### config.mk
export PLATFORM = sky130hd
export DESIGN_NAME = ivt_top
export DESIGN_NICKNAME = d
export VERILOG_FILES = /design/src/rtl/ivt_pkg.sv /design/src/rtl/ivt_regs.sv /design/src/rtl/ivt_count.sv /design/src/rtl/ivt_event.sv /design/src/rtl/ivt_top.sv
export SDC_FILE = /design/constraint.sdc
export NUM_CORES = 1
export LEC_CHECK = 0
export BUFFER_PORTS_ARGS = -buffer_cell sky130_fd_sc_hd__buf_2
export CORE_MARGIN = 2
export CORE_UTILIZATION = 60
export DETAILED_ROUTE_END_ITERATION = 8
export MAX_ROUTING_LAYER = met4
export PLACE_DENSITY = 0.81
export SLEW_MARGIN = 20
export SYNTH_ARGS = -nofsm -noshare
export SYNTH_HDL_FRONTEND = slang
export SYNTH_SLANG_ARGS = --single-unit
### constraint.sdc
create_clock -name clk_i -period 4.14 [get_ports clk_i]
set_clock_uncertainty 0.15 [all_clocks]
set_input_delay 0.207 -clock clk_i [delete_from_list [all_inputs] [get_ports clk_i]]
set_output_delay 0.207 -clock clk_i [all_outputs]
set_load 0.05 [all_outputs]
### src/rtl/ivt_pkg.sv
package ivt_pkg;
  localparam int unsigned BYTE_W = 8;
  localparam int unsigned SEL_W  = 4;

  localparam logic [SEL_W-1:0] SEL_CNT_LO = 4'd4;
  localparam logic [SEL_W-1:0] SEL_CNT_HI = 4'd5;
  localparam logic [SEL_W-1:0] SEL_LAT_LO = 4'd6;
  localparam logic [SEL_W-1:0] SEL_LAT_HI = 4'd7;
  localparam logic [SEL_W-1:0] SEL_CTRL   = 4'd11;
  localparam logic [SEL_W-1:0] SEL_FLAGS  = 4'd13;

  localparam int unsigned CTRL_FREE_BIT = 6;
  localparam int unsigned CTRL_PIN_BIT  = 7;
  localparam int unsigned FLAG_BIT      = 6;
endpackage

### src/rtl/ivt_regs.sv
module ivt_regs
  import ivt_pkg::*;
#(
  parameter int unsigned BW = ivt_pkg::BYTE_W,
  parameter int unsigned SW = ivt_pkg::SEL_W,
  localparam int unsigned CW = 2 * BW
) (
  input  logic          clk_i,
  input  logic          rst_ni,
  input  logic [SW-1:0] sel_i,
  input  logic          wr_en_i,
  input  logic          rd_en_i,
  input  logic [BW-1:0] wdata_i,
  input  logic [CW-1:0] cnt_i,
  input  logic          flag_i,
  output logic [BW-1:0] rdata_o,
  output logic [CW-1:0] latch_o,
  output logic [CW-1:0] load_o,
  output logic [BW-1:0] ctrl_o,
  output logic          start_o,
  output logic          rd_clr_o,
  output logic          wr_clr_o
);
  logic [BW-1:0] lat_lo_q, lat_hi_q, ctrl_q;

  wire hit_cnt_lo = (sel_i == SW'(SEL_CNT_LO));
  wire hit_cnt_hi = (sel_i == SW'(SEL_CNT_HI));
  wire hit_lat_lo = (sel_i == SW'(SEL_LAT_LO));
  wire hit_lat_hi = (sel_i == SW'(SEL_LAT_HI));
  wire hit_ctrl   = (sel_i == SW'(SEL_CTRL));
  wire hit_flags  = (sel_i == SW'(SEL_FLAGS));

  // Both counter-low and latch-low writes land in the low latch byte.
  wire lo_wr = wr_en_i && (hit_cnt_lo || hit_lat_lo);
  wire hi_wr = wr_en_i && (hit_cnt_hi || hit_lat_hi);

  always_ff @(posedge clk_i or negedge rst_ni) begin
    if (!rst_ni) begin
      lat_lo_q <= '0;
      lat_hi_q <= '0;
      ctrl_q   <= '0;
    end else begin
      if (lo_wr) lat_lo_q <= wdata_i;
      if (hi_wr) lat_hi_q <= wdata_i;
      if (wr_en_i && hit_ctrl) ctrl_q <= wdata_i;
    end
  end

  function automatic logic [BW-1:0] read_mux(
    input logic [SW-1:0] s, input logic [CW-1:0] cnt,
    input logic [BW-1:0] llo, input logic [BW-1:0] lhi,
    input logic [BW-1:0] ctl, input logic flg);
    logic [BW-1:0] fv;
    fv = '0;
    fv[FLAG_BIT] = flg;
    case (s)
      SW'(SEL_CNT_LO): return cnt[BW-1:0];
      SW'(SEL_CNT_HI): return cnt[CW-1:BW];
      SW'(SEL_LAT_LO): return llo;
      SW'(SEL_LAT_HI): return lhi;
      SW'(SEL_CTRL):   return ctl;
      SW'(SEL_FLAGS):  return fv;
      default:         return '0;
    endcase
  endfunction

  assign rdata_o  = read_mux(sel_i, cnt_i, lat_lo_q, lat_hi_q, ctrl_q, flag_i);
  assign latch_o  = {lat_hi_q, lat_lo_q};
  assign load_o   = {wdata_i, lat_lo_q};
  assign ctrl_o   = ctrl_q;
  assign start_o  = wr_en_i && hit_cnt_hi;
  assign rd_clr_o = rd_en_i && hit_cnt_lo;
  assign wr_clr_o = wr_en_i && hit_flags && wdata_i[FLAG_BIT];
endmodule

### src/rtl/ivt_count.sv
module ivt_count #(
  parameter int unsigned CW = 16
) (
  input  logic          clk_i,
  input  logic          rst_ni,
  input  logic          start_i,
  input  logic [CW-1:0] load_i,
  input  logic [CW-1:0] reload_i,
  input  logic          free_i,
  output logic [CW-1:0] cnt_o,
  output logic          timeout_o,
  output logic          running_o
);
  logic [CW-1:0] cnt_q;
  logic          run_q;

  function automatic logic [CW-1:0] step_count(
    input logic [CW-1:0] cur, input logic [CW-1:0] rel,
    input logic hit, input logic fre);
    if (hit && fre) return rel;
    return cur - CW'(1);
  endfunction

  // A start on the same edge masks a zero crossing.
  assign timeout_o = run_q && (cnt_q == '0) && !start_i;

  always_ff @(posedge clk_i or negedge rst_ni) begin
    if (!rst_ni) begin
      cnt_q <= '0;
      run_q <= 1'b0;
    end else if (start_i) begin
      cnt_q <= load_i;
      run_q <= 1'b1;
    end else if (run_q) begin
      cnt_q <= step_count(cnt_q, reload_i, timeout_o, free_i);
    end
  end

  assign cnt_o     = cnt_q;
  assign running_o = run_q;
endmodule

### src/rtl/ivt_event.sv
module ivt_event (
  input  logic clk_i,
  input  logic rst_ni,
  input  logic start_i,
  input  logic timeout_i,
  input  logic free_i,
  input  logic rd_clr_i,
  input  logic wr_clr_i,
  output logic fire_o,
  output logic flag_o,
  output logic pin_o
);
  logic armed_q, flag_q, pin_q;

  // Free-run fires on every timeout, one-shot only while armed.
  assign fire_o = timeout_i && (free_i || armed_q);

  always_ff @(posedge clk_i or negedge rst_ni) begin
    if (!rst_ni) begin
      armed_q <= 1'b0;
      flag_q  <= 1'b0;
      pin_q   <= 1'b1;
    end else if (start_i) begin
      armed_q <= 1'b1;
      flag_q  <= 1'b0;
      pin_q   <= 1'b0;
    end else begin
      if (timeout_i && !free_i) armed_q <= 1'b0;
      if (fire_o)                     flag_q <= 1'b1;
      else if (rd_clr_i || wr_clr_i)  flag_q <= 1'b0;
      if (fire_o) pin_q <= free_i ? !pin_q : 1'b1;
    end
  end

  assign flag_o = flag_q;
  assign pin_o  = pin_q;
endmodule

### src/rtl/ivt_top.sv
module ivt_top
  import ivt_pkg::*;
#(
  parameter int unsigned DATA_W = ivt_pkg::BYTE_W,
  parameter int unsigned SELW   = ivt_pkg::SEL_W,
  localparam int unsigned CNT_W = 2 * DATA_W
) (
  input  logic              clk_i,
  input  logic              rst_ni,
  input  logic [SELW-1:0]   sel_i,
  input  logic              wr_en_i,
  input  logic              rd_en_i,
  input  logic [DATA_W-1:0] wdata_i,
  output logic [DATA_W-1:0] rdata_o,
  output logic              irq_flag_o,
  output logic              tgl_pin_o,
  output logic              tgl_pin_oe_o
);
  logic [CNT_W-1:0]  cnt_w, latch_w, load_w;
  logic [DATA_W-1:0] ctrl_w;
  logic start_w, rd_clr_w, wr_clr_w, timeout_w, running_w, fire_w;
  logic flag_w, pin_w, free_w;

  ivt_regs #(.BW(DATA_W), .SW(SELW)) u_regs (
    .clk_i, .rst_ni, .sel_i, .wr_en_i, .rd_en_i, .wdata_i,
    .cnt_i(cnt_w), .flag_i(flag_w), .rdata_o,
    .latch_o(latch_w), .load_o(load_w), .ctrl_o(ctrl_w),
    .start_o(start_w), .rd_clr_o(rd_clr_w), .wr_clr_o(wr_clr_w)
  );

  assign free_w = ctrl_w[CTRL_FREE_BIT];

  ivt_count #(.CW(CNT_W)) u_count (
    .clk_i, .rst_ni, .start_i(start_w), .load_i(load_w),
    .reload_i(latch_w), .free_i(free_w), .cnt_o(cnt_w),
    .timeout_o(timeout_w), .running_o(running_w)
  );

  ivt_event u_event (
    .clk_i, .rst_ni, .start_i(start_w), .timeout_i(timeout_w),
    .free_i(free_w), .rd_clr_i(rd_clr_w), .wr_clr_i(wr_clr_w),
    .fire_o(fire_w), .flag_o(flag_w), .pin_o(pin_w)
  );

  assign irq_flag_o   = flag_w;
  assign tgl_pin_o    = pin_w;
  assign tgl_pin_oe_o = ctrl_w[CTRL_PIN_BIT];
endmodule

; ---- Word-level counts from Yosys, hierarchy flattened
; Cells that the tools add are included.
[op_classes]
add_sub_neg = 1
n_eq_ne = 6
n_mux = 16
n_reduce_logical = 24
[ops]
columns = operator, count
row1 = $mux 16, 4
row2 = $pmux 8 s6, 1
row3 = $eq 4x3->1 const B, 4
row4 = $logic_not 16->1, 1
row5 = $sub 16x1->16 const B, 1
row6 = $logic_and 1x1->1, 12
row7 = $mux 1, 11
row8 = $eq 4x4->1 const B, 2
row9 = $reduce_bool 2->1, 3
row10 = $logic_or 1x1->1, 4
row11 = $logic_not 1->1, 3
row12 = $reduce_bool 3->1, 1
[word_totals]
regBits = 44
in_bits = 16
output_inout_bits = 11
elab_cells = 55

; ---- Longest topological paths before layout
[logic_depth]
depth_word = 11
mapped_depth = 8
ltp_nobuf = 7

; ---- Cells and area by module
; From an unflattened synthesis, not the netlist that was laid out.
[unflattened]
hier_cells = 273
area_unflattened_um2 = 2855.2
[by_module_without_submodules]
columns = module, instances, cells_per_inst, area_per_inst_um2, seq_area_each_um2
row1 = ivt_regs, 1, 117, 1423.9, 600.6
row2 = ivt_count, 1, 146, 1302.5, 425.4
row3 = ivt_event, 1, 10, 128.9, 76.3

; ---- Worst setup path before layout
; No wires, ideal clock.
[synth_timing]
path_type = input -> output
startpoint = input port sel_i[0]
endpoint = output port rdata_o[0]
arrival_time_ns = 2.358
required_ns = 3.783
slack_ns = 1.425
cell_stages = 5
path_buffers = 2
path_cell_list = clkbuf_1 > buf_1 > nor2b_1 > a22oi_1 > o21ai_0
[synth_via]
elab_chain_cells = 2
word_cells_on_any_way = 7
cone_classes = eq/ne (6) / mux (1)
[synth_lines]
columns = item, line
row1 = start: declaration, ivt_top.sv:10  ; input logic [SELW-1:0] sel_i,
row2 = $eq 4x4->1 or $eq 4x3->1 (tied branches), ivt_regs.sv:56  ; case (s)
row3 = $pmux 8 s6 *, ivt_regs.sv:56
row4 = end: declaration, ivt_top.sv:14  ; output logic [DATA_W-1:0] rdata_o,
; Mark *: on every way between the ends. The rest lies on a longest branch, timed or not.

; ---- Final worst setup path
[layout_timing]
startpoint = register u_count.cnt_q[2], in the netlist u_count.cnt_o[2]
endpoint = register u_count.cnt_q[13], in the netlist u_count.cnt_o[13]
[layout_via]
elab_chain_cells = 10
word_cells_on_any_way = 11
cone_classes = add/sub (1) / mux (6) / reduce/logical (4)
[layout_lines]
columns = item, line
row1 = start: declaration, ivt_count.sv:14  ; logic [CW-1:0] cnt_q;
row2 = start signal: assignment, ivt_count.sv:32  ; cnt_q <= load_i;
row3 = start signal: assignment, ivt_count.sv:35  ; cnt_q <= step_count(cnt_q, reload_i, timeout_o, free_i);
row4 = $logic_not 16->1, ivt_count.sv:25  ; assign timeout_o = run_q && (cnt_q == '0) && !start_i;
row5 = $logic_and 1x1->1 (2 in a row), ivt_count.sv:25
row6 = $logic_and 1x1->1, ivt_count.sv:20  ; if (hit && fre) return rel;
row7 = $mux 1, ivt_count.sv:20
row8 = $mux 1, ivt_count.sv:34  ; end else if (run_q) begin
row9 = $mux 1, ivt_count.sv:31  ; end else if (start_i) begin
row10 = $mux 16 *, ivt_count.sv:21  ; return cur - CW'(1);
row11 = $mux 16 *, ivt_count.sv:34
row12 = $mux 16 *, ivt_count.sv:31
; Mark *: on every way between the ends. The rest lies on a longest branch, timed or not. The select of a mux whose other input is x is not followed.
; A chain may end at the register's enable or synchronous reset.

==> flow_metrics.tcl <==
set metrics [dict create \
    hpwl_um 4590 \
    seq_area_frac_synth_pct 42.5 \
    io_pins 27 \
    netlist_area_um2 2590 \
    post-route-period-util_pct 64.6 \
    synthArstFlopShare_pct 100 \
    gp_congestion 0.980 \
    synthTopCellsByArea "dfrtp_1 (42%), mux2_2 (12%), a22oi_1 (4.1%)" \
    route.vias.total 2269 \
    drtAntennaViolNets 0 \
    drive_gt1_share_pct 26.9 \
    drcViolationCount 0 \
    cts_buffer_depth 2 \
    clk_latency_ps 300 \
    first_global_vias 2109 \
    finalSetupViolCount 0 \
    clkSinkCount 44 \
    rr_worst_depth 5 \
    grt_pass1_wl_um 11000 \
    start_util_pct 63.4 \
    hold-path-endpoint "u_regs.lat_lo_q[5]" \
    drt-total-wl_um 6750 \
    drt_iter0_drc 219 \
    ir_worst_vdd_v 0.000373 \
    hp-class "input pin to register" \
    critPathRequiredTime_ps 4170 \
    die-height_um 69.7 \
    finalMaxSlewViolations 0 \
    grt_max_degree 45 \
    grt_usage_pct 30.0 \
    dieWidth_um 69.7 \
    hold_depth 3 \
    worstSetupPathType "register to register" \
    power_mw 1.61 \
    port_buffers 26 \
    tns_ps 0 \
    period_minus_slack_ps 2670 \
    r2r_slack_ps 1470 \
    fin_nets 296 \
    r2r_end "u_count.cnt_o[13]" \
    tritoncts "yes" \
    cts.clk_slew.worst_paths_ps 80 \
    placed_cells 320 \
    synth_cells 258 \
    fin_cells 329 \
    cts.repair.resized 0 \
    cp-start-kind "register" \
    path_max_fanout 8 \
    ys.warnings.count 0 \
    wl_per_cell_um 20.5 \
    synth_top_area_share_pct 41.5 \
    area_delta_synth_final_pct 10.1 \
    power.density_nw_per_um2 564 \
    cp-end-kind "register" \
    status "completed" \
    synthFlopType "dfrtp_1" \
    drv_cap 0 \
    num_antenna_cells 0 \
    die-area_um2 4860 \
    reg2reg_from "u_count.cnt_o[2]" \
    synth_top_area_cell "dfrtp_1" \
    grt_overflow 0 \
    synth-seq-cells 44 \
    core_um2 4090 \
    post-route-util_pct 69.8 \
    worstPathArrival_ps 2710 \
    finalHoldViolCount 0 \
    cts_root_buf "clkbuf_8" \
    synth_edf_count 0 \
    syn_avg_cell_area_um2 10.0 \
    antenna_found_initial 0 \
    worstHoldStart "wdata_i[5]" \
    first_pass_iters 5 \
    slew_headroom_pct 31.2 \
    worstMarginPinSlew_ps 1020 \
    fmax_ghz 0.374 \
    synth_cell_types 53 \
    p_leak_nw 1.25 \
    syn_nets 276 \
    rows 23 \
    htreeDepth 2 \
    rsz0062_at_grt "false" \
    cts_made_buffers 5 \
    whs_ps 13.7 \
    via_per_inst 6.90 \
]
[where the power goes]
group          leakage (nW)  internal, mW  total (mW)  switching [mW]
registers             0.535         0.560       0.758           0.197
clock network        0.0552         0.179       0.328           0.149
logic                 0.655         0.238       0.524           0.286
[layout make-up]
cell class                      instances  area [um^2]
Inverter                                9         33.8
Timing Repair Buffer                   28          150
Clock inverter                          2         35.0
Clock buffer                            6         72.6
Multi-Input combinational cell        190         1400
Sequential cell                        44         1100
Tap cell                               50         62.6
Fill cell                             324         1230
[cells in the mapped netlist (all sizes together), types with 3 or more instances]
master   n
a21oi   12
a221o    6
a22oi   14
buf      3
clkbuf  12
dfrtp   43
inv      9
mux2    27
nand2   16
nand3    8
nand4    4
nor2    21
nor3     8
nor4     5
o211ai   3
o21ai   18
o311ai   4
or4      5
xor2     6
[metal layers]
layer | GRT usage (%) | wire (um) | part of all wire (%)
met5 | - | 0 | 0
met4 | 12.0 | 171 | 2.5
met3 | 4.94 | 587 | 8.7
met2 | 43.7 | 3170 | 47
met1 | 42.2 | 2820 | 42
[flip-flops by register name, indices dropped and copies added (netlist names)]
register	cells
u_regs.lat_lo_q	8
u_event.flag_o	1
u_count.running_o	1
u_count.cnt_o	16
u_event.pin_o	1
u_regs.lat_hi_q	8
u_event.armed_q	1
u_regs.ctrl_o	8
[worst max path at each step]
stage	start	to	slack [ps]	cells after the start
global placement	sel_i[0]	u_event.pin_o	1450	6
detailed placement	sel_i[0]	u_event.pin_o	1370	6
finish	u_count.cnt_o[2]	u_count.cnt_o[13]	1470	5
floorplan	sel_i[0]	rdata_o[0]	1430	5
CTS	u_count.cnt_o[2]	u_count.cnt_o[13]	1510	5
global route	u_count.cnt_o[0]	u_count.cnt_o[10]	1370	7
[what timing repair did]
| item | CTS | global route |
|---|---|---|
| hold buffers | 1 | 0 |
| endpoints found under the hold margin | 43 | 0 |
| endpoints found under the setup margin | 0 | 0 |
| buffers inserted | 0 | 0 |
[stage by stage]
stage,cell area [um^2],setup WS [ps]
CTS,2850,1510
finish,2850,1470
global placement,2730,1450
detailed placement,2730,1370
floorplan,2590,1430
global route,2850,1370
[logic make-up (layout without fill, tap and decap cells)]
logic type | count (synthesis) | count (layout) | share of synthesized area (%)
xor gates and xnor gates | 8 | 8 | 2.70
and+or+nand+nor | 85 | 85 | 19.3
buffers and inverters | 24 | 45 | 3.52
DFF | 44 | 44 | 42.5
muxes | 30 | 30 | 13.9
AOI/OAI and AO/OA | 65 | 65 | 17.1
adders and majority gates | 2 | 2 | 0.966
[placed cells by master (no fill, tap or decap), types with 8 or more instances in the layout]
cell and count:
a21oi_1 12, a22oi_1 14, buf_2 25, dfrtp_1 43
inv_1 9, mux2_2 27, nand2_1 16, nand3_1 8
nor2_1 19, nor3_1 8, o21ai_0 15
[worst max-delay path, cell delays in order (launching register included)]
cell	delay, ps
dfrtp_1	490
or4_4	560
or4_1	530
nor4_1	330
xor2_1	150
a221o_1	350
No activity file was read; power rests on OpenSTA's default activity.
